## config.mk

```make
export PLATFORM = sky130hd
export DESIGN_NAME = access_timing_seq
export DESIGN_NICKNAME = d
export VERILOG_FILES = /design/src/rtl/acc_timing_pkg.sv /design/src/rtl/acc_region_decode.sv /design/src/rtl/acc_step_seq.sv /design/src/rtl/mclk_tick_gen.sv /design/src/rtl/access_timing_seq.sv
export SDC_FILE = /design/constraint.sdc
export NUM_CORES = 1
export LEC_CHECK = 0
export ABC_AREA = 1
export BUFFER_PORTS_ARGS = -buffer_cell sky130_fd_sc_hd__buf_2
export CORE_UTILIZATION = 46
export CTS_BUF_LIST = sky130_fd_sc_hd__clkbuf_16
export CTS_CLUSTER_SIZE = 30
export DETAILED_ROUTE_END_ITERATION = 8
export GPL_ROUTABILITY_DRIVEN = 0
export GPL_TIMING_DRIVEN = 0
export HOLD_SLACK_MARGIN = 0.12
export PLACE_DENSITY = 0.71
export SYNTH_ARGS = -nofsm -noshare
export SYNTH_HDL_FRONTEND = slang
export SYNTH_HIERARCHICAL = 1
export SYNTH_SLANG_ARGS = --single-unit
```

## constraint.sdc

```tcl
create_clock -name clk -period 2.1 [get_ports clk]
set_input_delay 0 -clock clk [delete_from_list [all_inputs] [get_ports clk]]
set_output_delay 0 -clock clk [all_outputs]
set_load 0.01 [all_outputs]
```

## src/rtl/acc_timing_pkg.sv

```systemverilog
package acc_timing_pkg;
  localparam int STEP_W = 3;
  typedef logic [STEP_W-1:0] steps_t;
  localparam steps_t STEPS_DMA   = 3'd2;
  localparam steps_t STEPS_FAST  = 3'd3;
  localparam steps_t STEPS_SLOW  = 3'd4;
  localparam steps_t STEPS_XSLOW = 3'd6;
endpackage

```

## src/rtl/acc_region_decode.sv

```systemverilog
module acc_region_decode
  import acc_timing_pkg::*;
#(
  parameter int ADDR_W = 24
) (
  input  logic [ADDR_W-1:0] addr,
  input  logic              dma,
  input  logic              fast,
  output steps_t            steps
);
  localparam int BANK_LSB = ADDR_W - 8;
  localparam int PAGE_LSB = ADDR_W - 16;

  logic [7:0] bank, page;
  steps_t     rom_hi;

  assign bank   = addr[BANK_LSB +: 8];
  assign page   = addr[PAGE_LSB +: 8];
  assign rom_hi = fast ? STEPS_FAST : STEPS_SLOW;

  always_comb begin
    if (dma)                                steps = STEPS_DMA;
    else if (bank >= 8'hC0)                 steps = rom_hi;
    else if (bank >= 8'h40 && bank < 8'h80) steps = STEPS_SLOW;
    else if (page >= 8'h80)                 steps = bank[7] ? rom_hi : STEPS_SLOW;
    else if (page >= 8'h60)                 steps = STEPS_SLOW;
    else if (page >= 8'h42)                 steps = STEPS_FAST;
    else if (page >= 8'h40)                 steps = STEPS_XSLOW;
    else if (page >= 8'h20)                 steps = STEPS_FAST;
    else                                    steps = STEPS_SLOW;
  end
endmodule

```

## src/rtl/acc_step_seq.sv

```systemverilog
module acc_step_seq
  import acc_timing_pkg::*;
(
  input  logic   clk,
  input  logic   rst_n,
  input  logic   start,
  input  steps_t start_steps,
  output logic   busy,
  output logic   step_en,
  output logic   done
);
  steps_t rem;

  assign step_en = busy;

  always_ff @(posedge clk or negedge rst_n) begin
    if (!rst_n) begin
      busy <= 1'b0;
      done <= 1'b0;
      rem  <= '0;
    end else begin
      done <= 1'b0;
      if (busy) begin
        rem <= rem - 1'b1;
        if (rem == steps_t'(1)) begin
          busy <= 1'b0;
          done <= 1'b1;
        end
      end else if (start) begin
        busy <= 1'b1;
        rem  <= start_steps;
      end
    end
  end

  // only legal lengths are ever loaded
  p_legal_len_r7: assert property (@(posedge clk) disable iff (!rst_n)
    start && !busy |-> (start_steps == STEPS_DMA || start_steps == STEPS_FAST ||
                        start_steps == STEPS_SLOW || start_steps == STEPS_XSLOW));
  // done is a single-cycle pulse
  p_done_pulse_r10: assert property (@(posedge clk) disable iff (!rst_n)
    done |=> !done);
  p_done_idle_r10: assert property (@(posedge clk) disable iff (!rst_n)
    done |-> !busy && $past(busy));
  p_last_step_r10: assert property (@(posedge clk) disable iff (!rst_n)
    busy && rem == steps_t'(1) |=> done && !busy);
  // a busy sequencer ignores start and keeps counting down
  p_ignore_busy_r9: assert property (@(posedge clk) disable iff (!rst_n)
    busy && rem != steps_t'(1) |=> busy && rem == $past(rem) - 1'b1);
endmodule

```

## src/rtl/mclk_tick_gen.sv

```systemverilog
module mclk_tick_gen #(
  parameter int CNT_W    = 64,
  parameter int STEP     = 2,
  parameter int TICK_DIV = 4
) (
  input  logic             clk,
  input  logic             rst_n,
  input  logic             step_en,
  output logic [CNT_W-1:0] cnt,
  output logic             tick
);
  localparam int DIV_W = $clog2(TICK_DIV);

  logic [CNT_W-1:0] cnt_nxt;
  assign cnt_nxt = cnt + CNT_W'(STEP);

  always_ff @(posedge clk or negedge rst_n) begin
    if (!rst_n) begin
      cnt  <= '0;
      tick <= 1'b0;
    end else begin
      tick <= 1'b0;
      if (step_en) begin
        cnt  <= cnt_nxt;
        tick <= (cnt_nxt[DIV_W-1:0] == '0);
      end
    end
  end

  // each step adds exactly STEP
  p_step_add_r7: assert property (@(posedge clk) disable iff (!rst_n)
    step_en |=> cnt == $past(cnt) + CNT_W'(STEP));
  p_hold_r7: assert property (@(posedge clk) disable iff (!rst_n)
    !step_en |=> $stable(cnt));
  // a tick only follows a step landing on a multiple of the divider
  p_tick_align_r8: assert property (@(posedge clk) disable iff (!rst_n)
    tick |-> cnt[DIV_W-1:0] == '0 && $past(step_en));
endmodule

```

## src/rtl/access_timing_seq.sv

```systemverilog
module access_timing_seq
  import acc_timing_pkg::*;
#(
  parameter int ADDR_W   = 24,
  parameter int CNT_W    = 64,
  parameter int STEP     = 2,
  parameter int TICK_DIV = 4
) (
  input  logic             clk,
  input  logic             rst_n,
  input  logic             req_valid,
  output logic             req_ready,
  input  logic [ADDR_W-1:0] req_addr,
  input  logic             req_dma,
  input  logic             fast_rom_en,
  output logic             busy,
  output logic             done,
  output logic [CNT_W-1:0] mclk_count,
  output logic             video_tick
);
  steps_t len_steps;
  logic   step_en;
  logic   accept;

  assign req_ready = !busy;
  assign accept    = req_valid && req_ready;

  acc_region_decode #(.ADDR_W(ADDR_W)) u_dec (
    .addr  (req_addr),
    .dma   (req_dma),
    .fast  (fast_rom_en),
    .steps (len_steps)
  );

  acc_step_seq u_seq (
    .clk         (clk),
    .rst_n       (rst_n),
    .start       (accept),
    .start_steps (len_steps),
    .busy        (busy),
    .step_en     (step_en),
    .done        (done)
  );

  mclk_tick_gen #(.CNT_W(CNT_W), .STEP(STEP), .TICK_DIV(TICK_DIV)) u_clk (
    .clk     (clk),
    .rst_n   (rst_n),
    .step_en (step_en),
    .cnt     (mclk_count),
    .tick    (video_tick)
  );

  // acceptance always starts an access
  p_accept_starts_r9: assert property (@(posedge clk) disable iff (!rst_n)
    req_valid && req_ready |=> busy);
  // the count never moves while idle
  p_idle_stable_r1: assert property (@(posedge clk) disable iff (!rst_n)
    !busy |=> $stable(mclk_count));
endmodule

```

=== Yosys cells after proc, flatten, opt, wreduce, memory -nomap -nowiden ===
Index checks and enable logic that the tools add are counted.

* Bits in registers: 70
* Input bits: 29
* Output and inout port bits: 68

* Add/subtract/negate cells: 2
* Order comparisons: 8
* Equal/unequal tests: 1
* Multiplexer cells: 18
* Reduce and logical (&&, ||, !) cells: 5

{| class="wikitable"
|+ Operator list
! cell !! count
|-
| 64-bit by 2-bit adder with 64-bit output (second input constant) || 1
|-
| 3-bit two-way mux || 12
|-
| 8-bit by 7-bit >= comparator with 1-bit output (second input constant) || 4
|-
| 8-bit >= comparator (second input constant) || 2
|-
| 8-bit by 6-bit >= comparator with 1-bit output (second input constant) || 1
|-
| 8-bit < comparator (second input constant) || 1
|-
| 1-bit two-way mux || 6
|-
| 3-bit by 1-bit equality test with 1-bit output (second input constant) || 1
|-
| 3-bit by 1-bit subtractor with 3-bit output (second input constant) || 1
|-
| 1-bit logical AND || 2
|-
| 2-bit zero test || 1
|-
| 2-bit nonzero test || 1
|-
| 1-bit zero test || 1
|}

=== Logic depth before layout (Yosys ltp) ===
* Depth in word-level cells: 11
* Gate-level depth with buffers: 12
* Mapped depth without buffers: 12

=== Hierarchy ===
Netlist, hierarchy kept.

{| class="wikitable"
|+ By module, submodules not included
! module !! instances !! cells each !! area an instance (um2)
|-
| mclk_tick_gen || 1 || 491 || 3,717.3
|-
| acc_step_seq || 1 || 35 || 272.8
|-
| acc_region_decode || 1 || 22 || 105.1
|-
| access_timing_seq || 1 || 3 || 13.8
|}

=== Worst setup path after synthesis ===
Ideal clock, no wire load.

* Kind: flip-flop to flip-flop
* Start point: register u_seq.busy
* End point: register u_clk.cnt[48]
* Library setup time: 117 ps
* Arrival time: 1,603 ps
* Required time: 1,983 ps
* Path slack: 380 ps
* Stages on the path, launching flop included: 12
* Buffers on the path: 2
* Path through: dfrtp_1 > buf_4 > buf_4 > nand2_1 > inv_2 > nand3_4 > nor2_8 > nand2_4 > nor2_4 > nand2_1 > nand2_1 > nand2_1

{| class="wikitable"
|+ RTL lines
! element !! RTL line !! text
|-
| start: declaration || acc_step_seq.sv:8 || <nowiki>output logic busy,</nowiki>
|-
| start signal: assignment || acc_step_seq.sv:18 || <nowiki>busy <= 1'b0;</nowiki>
|-
| start signal: assignment || acc_step_seq.sv:26 || <nowiki>busy <= 1'b0;</nowiki>
|-
| start signal: assignment || acc_step_seq.sv:30 || <nowiki>busy <= 1'b1;</nowiki>
|-
| end signal: assignment || mclk_tick_gen.sv:24 || <nowiki>cnt <= cnt_nxt;</nowiki>
|-
| end: declaration || mclk_tick_gen.sv:9 || <nowiki>output logic [CNT_W-1:0] cnt,</nowiki>
|}

=== Final worst setup path ===
* Start point: register u_clk.cnt[1]
* End point: register u_clk.cnt[59]

* Longest elaborated chain between the ends: 1

{| class="wikitable"
|+ Ends and longest elaborated chain
! element !! RTL line !! text
|-
| 64-bit by 2-bit adder with 64-bit output || mclk_tick_gen.sv:15 || <nowiki>assign cnt_nxt = cnt + CNT_W'(STEP);</nowiki>
|}

Every way passes these cells.
A chain may end at the register's enable or synchronous reset.

==> results.md <==
* Initial Utilization at 0.473
* Area of the die at ~9300 µm²
* Post-layout util at 0.576
* CTS buffer count at 9
* CP Cell Sequence: ha_1 -> inv_1 -> nor2_2 -> nand3_1 -> nor2_1 -> nand3_1 -> nor3_1 -> nor2_1
* Row count at 34
* Vias per Instance at 5.01
* Die height at roughly 97 µm
* Largest net degree at the start of global routing at 70
* FMAX at approximately 520 MHz
* Syn avg cell area at 7.46 µm²
* CTS tree: yes
* Ys Warns at 6
* Cell Area, Synth at approximately 4100 µm²
* Fraction of layout cells with a size suffix above 1 at 0.214
* CTS root buf: clkbuf_16
* Final worst setup slack at roughly 190 ps
* Total routed wirelength at 10600 µm
* Power per Cell Area at roughly 800 nW/µm²
* DRT iter0 DRCs at about 180
* Antenna diodes at 0
* Total GRT Usage at 0.241
* Clock Pin Slew Worst Setup and Hold Paths at ~50 ps
* Final critical-path required period at about 1900 ps
* Global-route wire length before repair at 16900 µm
* Total congestion overflow at 0
* Setup CP Type: reg -> reg
* Outcome: complete, but fails checks
* Rel. slew slack at 0.413
* Via count at roughly 3800
* Sink Count at between 60 and 70
* Wirelength per Cell at between 10 and 15 µm
* Total Neg Setup Slack at 0 ps
* CTS H-Tree Depth at 3
* Final net count at about 680
* Register area share after synthesis at 0.420
* Worst reg-to-reg path cell count at 8
* DRC Markers at 1
* Worst setup EP type: flip-flop
* Core Area at 8680 µm²
* Area of the multi-input gates at about 2100 µm²
* Final Setup Violations at 0
* Clock Skew at a little under 8 ps
* Vias in the first global route at 3646
* Peak supply drop at between 0.5 and 0.6 mV
* Critical Path Slowest Stage Cell: dfrtp_1
* Period utilisation layout at 0.910
* Actual slew at the worst max-slew pin at 880 ps
* Arr. time, crit path at 2120 ps
* Synthesis-stage register bit count at slightly below 70
* Max-slew violations at 0
* Failing checks: DRC
* Total power at 3900 µW
* Cells after Synth at between 500 and 600
* WHS Path Cells at 5
* CP startpoint kind: flip-flop
* Syn Nets at between 500 and 600
* Worst Hold Class: in -> reg
* P&R area growth vs syn at 21.6%
* FF+latch area at roughly 1700 µm²
* Max Cap Violations at 0
* Number of distinct library cells after synthesis at 30
* Post-route ant nets at 0
* Fillers at ~840
* Die width at between 90 and 100 µm
* Clock Latency Late Sink at around 330 ps
* Fin. Hold Viols at 0
* Pleak at around 0.0026 µW
* IO Count at 97
* RSZ-0062 raised after global routing: no
* Dpl hpwl at 7940 µm
* CP required at between 2000 and 2500 ps
* Initial antenna violation count at 0
* Port bufs at 80
* CP peak stage delay at approximately 460 ps
* Post-place setup slack at between 80 and 90 ps
* Max clock buf depth at 2
* Crit-path max FO at 7
* DR pass1 iterations at 6
[cell type report]
| class | count | area share |
|---|---|---|
| clock inverter | 7 | 0.0163 |
| inverter | 71 | 0.0533 |
| tap | 108 | 0.0270 |
| multi-input combinational | 408 | 0.420 |
| sequential | 69 | 0.346 |
| buffer | 3 | 0.00451 |
| clock buffer | 9 | 0.0451 |
| timing repair buffer | 84 | 0.0881 |
[layout by cell type (no fill, tap or decap), types with 8 or more instances in the layout]
cell type / Yosys / final
nor3_1: 10 / 10
nor2_1: 94 / 94
nand3_1: 29 / 29
clkbuf_16: 0 / 9
xnor2_1: 18 / 18
nand4_1: 15 / 15
buf_2: 0 / 79
inv_1: 64 / 65
nor2_2: 10 / 9
xor2_1: 25 / 25
nand2_1: 158 / 158
dfrtp_1: 69 / 68
nand2_2: 8 / 8
[cells in the mapped netlist (all sizes together)]
master	count	area [µm²]
nand2	168	666
nor2	112	523
inv	71	267
dfrtp	69	1730
nand3	33	193
xor2	25	219
xnor2	18	158
nand4	15	93.8
nor3	12	70.1
o21ai	6	30.0
nand3b	4	30.0
a21oi	3	15.0
and2	3	18.8
buf	3	22.5
ha	3	37.5
o211ai	2	15.0
a211oi	1	7.51
conb	1	3.75
nor4	1	6.26
o31ai	1	7.51
[worst paths after layout]
kind	to	start	slack [ps]
max	u_clk/cnt[59]$_DFFE_PN0P_	u_clk/cnt[1]$_DFFE_PN0P_	190
min in group asynchronous	u_clk/cnt[28]$_DFFE_PN0P_	rst_n	320
min	u_seq/rem[1]$_DFFE_PN0P_	req_addr[13]	130
max reg2reg	u_clk/cnt[59]$_DFFE_PN0P_	u_clk/cnt[1]$_DFFE_PN0P_	190
min reg2reg	u_seq/done$_DFF_PN0_	u_seq/rem[2]$_DFFE_PN0P_	470
max in group asynchronous	u_seq/busy$_DFF_PN0_	rst_n	1130
[per-layer routing]
layer  track usage  vias up  part of all wire
met5             0        -                 0
met4         0.108        0             0.026
met3        0.0352       24             0.052
met2         0.408      117              0.47
met1         0.304     1758              0.45
li1              -     1903                 -
[power breakdown]
group | internal [µW] | switching (µW) | total [µW] | leakage [µW]
registers | 1450 | 130 | 1580 | 0.000940
clock network | 1020 | 550 | 1570 | 0.000155
logic | 280 | 467 | 747 | 0.00146
[cells by family after synthesis]
group | count (synthesis) | share of synthesized area
and+or+nand+nor | 348 | 0.389
buffers and inverters | 74 | 0.0703
xor gates and xnor gates | 43 | 0.0917
other | 1 | 0.000913
DFF | 69 | 0.420
AOI/OAI and AO/OA | 13 | 0.0183
adders and majority gates | 3 | 0.00914
[state kept, by name, indices dropped and copies added, names as in the netlist]
signal and count:
u_clk/cnt 63, u_clk/tick 1, u_seq/busy 1, u_seq/done 1, u_seq/rem 3
[what timing repair did]
action	CTS	global route
endpoints found under the setup margin	0	6
hold buffers	3	0
hold endpoints to repair	72	0
buffers inserted	0	1
resized for setup	0	2
[critical path, delay by kind of cell (launching register included)]
family        cells  cell delay [ps]
simple gates      6             1040
flops             1              460
fa+ha+maj         1              230
buf+inv           1               60
[per-stage QoR]
| stage | hold WS (ps) | cells | cell area [µm²] |
|---|---|---|---|
| global placement | 372 | 739 | 4640 |
| finish | 126 | 759 | 5000 |
| global route | 170 | 759 | 5000 |
| floorplan | -296 | 551 | 4110 |
| detailed placement | 176 | 739 | 4650 |
| CTS | 125 | 758 | 4980 |
(Power assumes the default switching activity.)
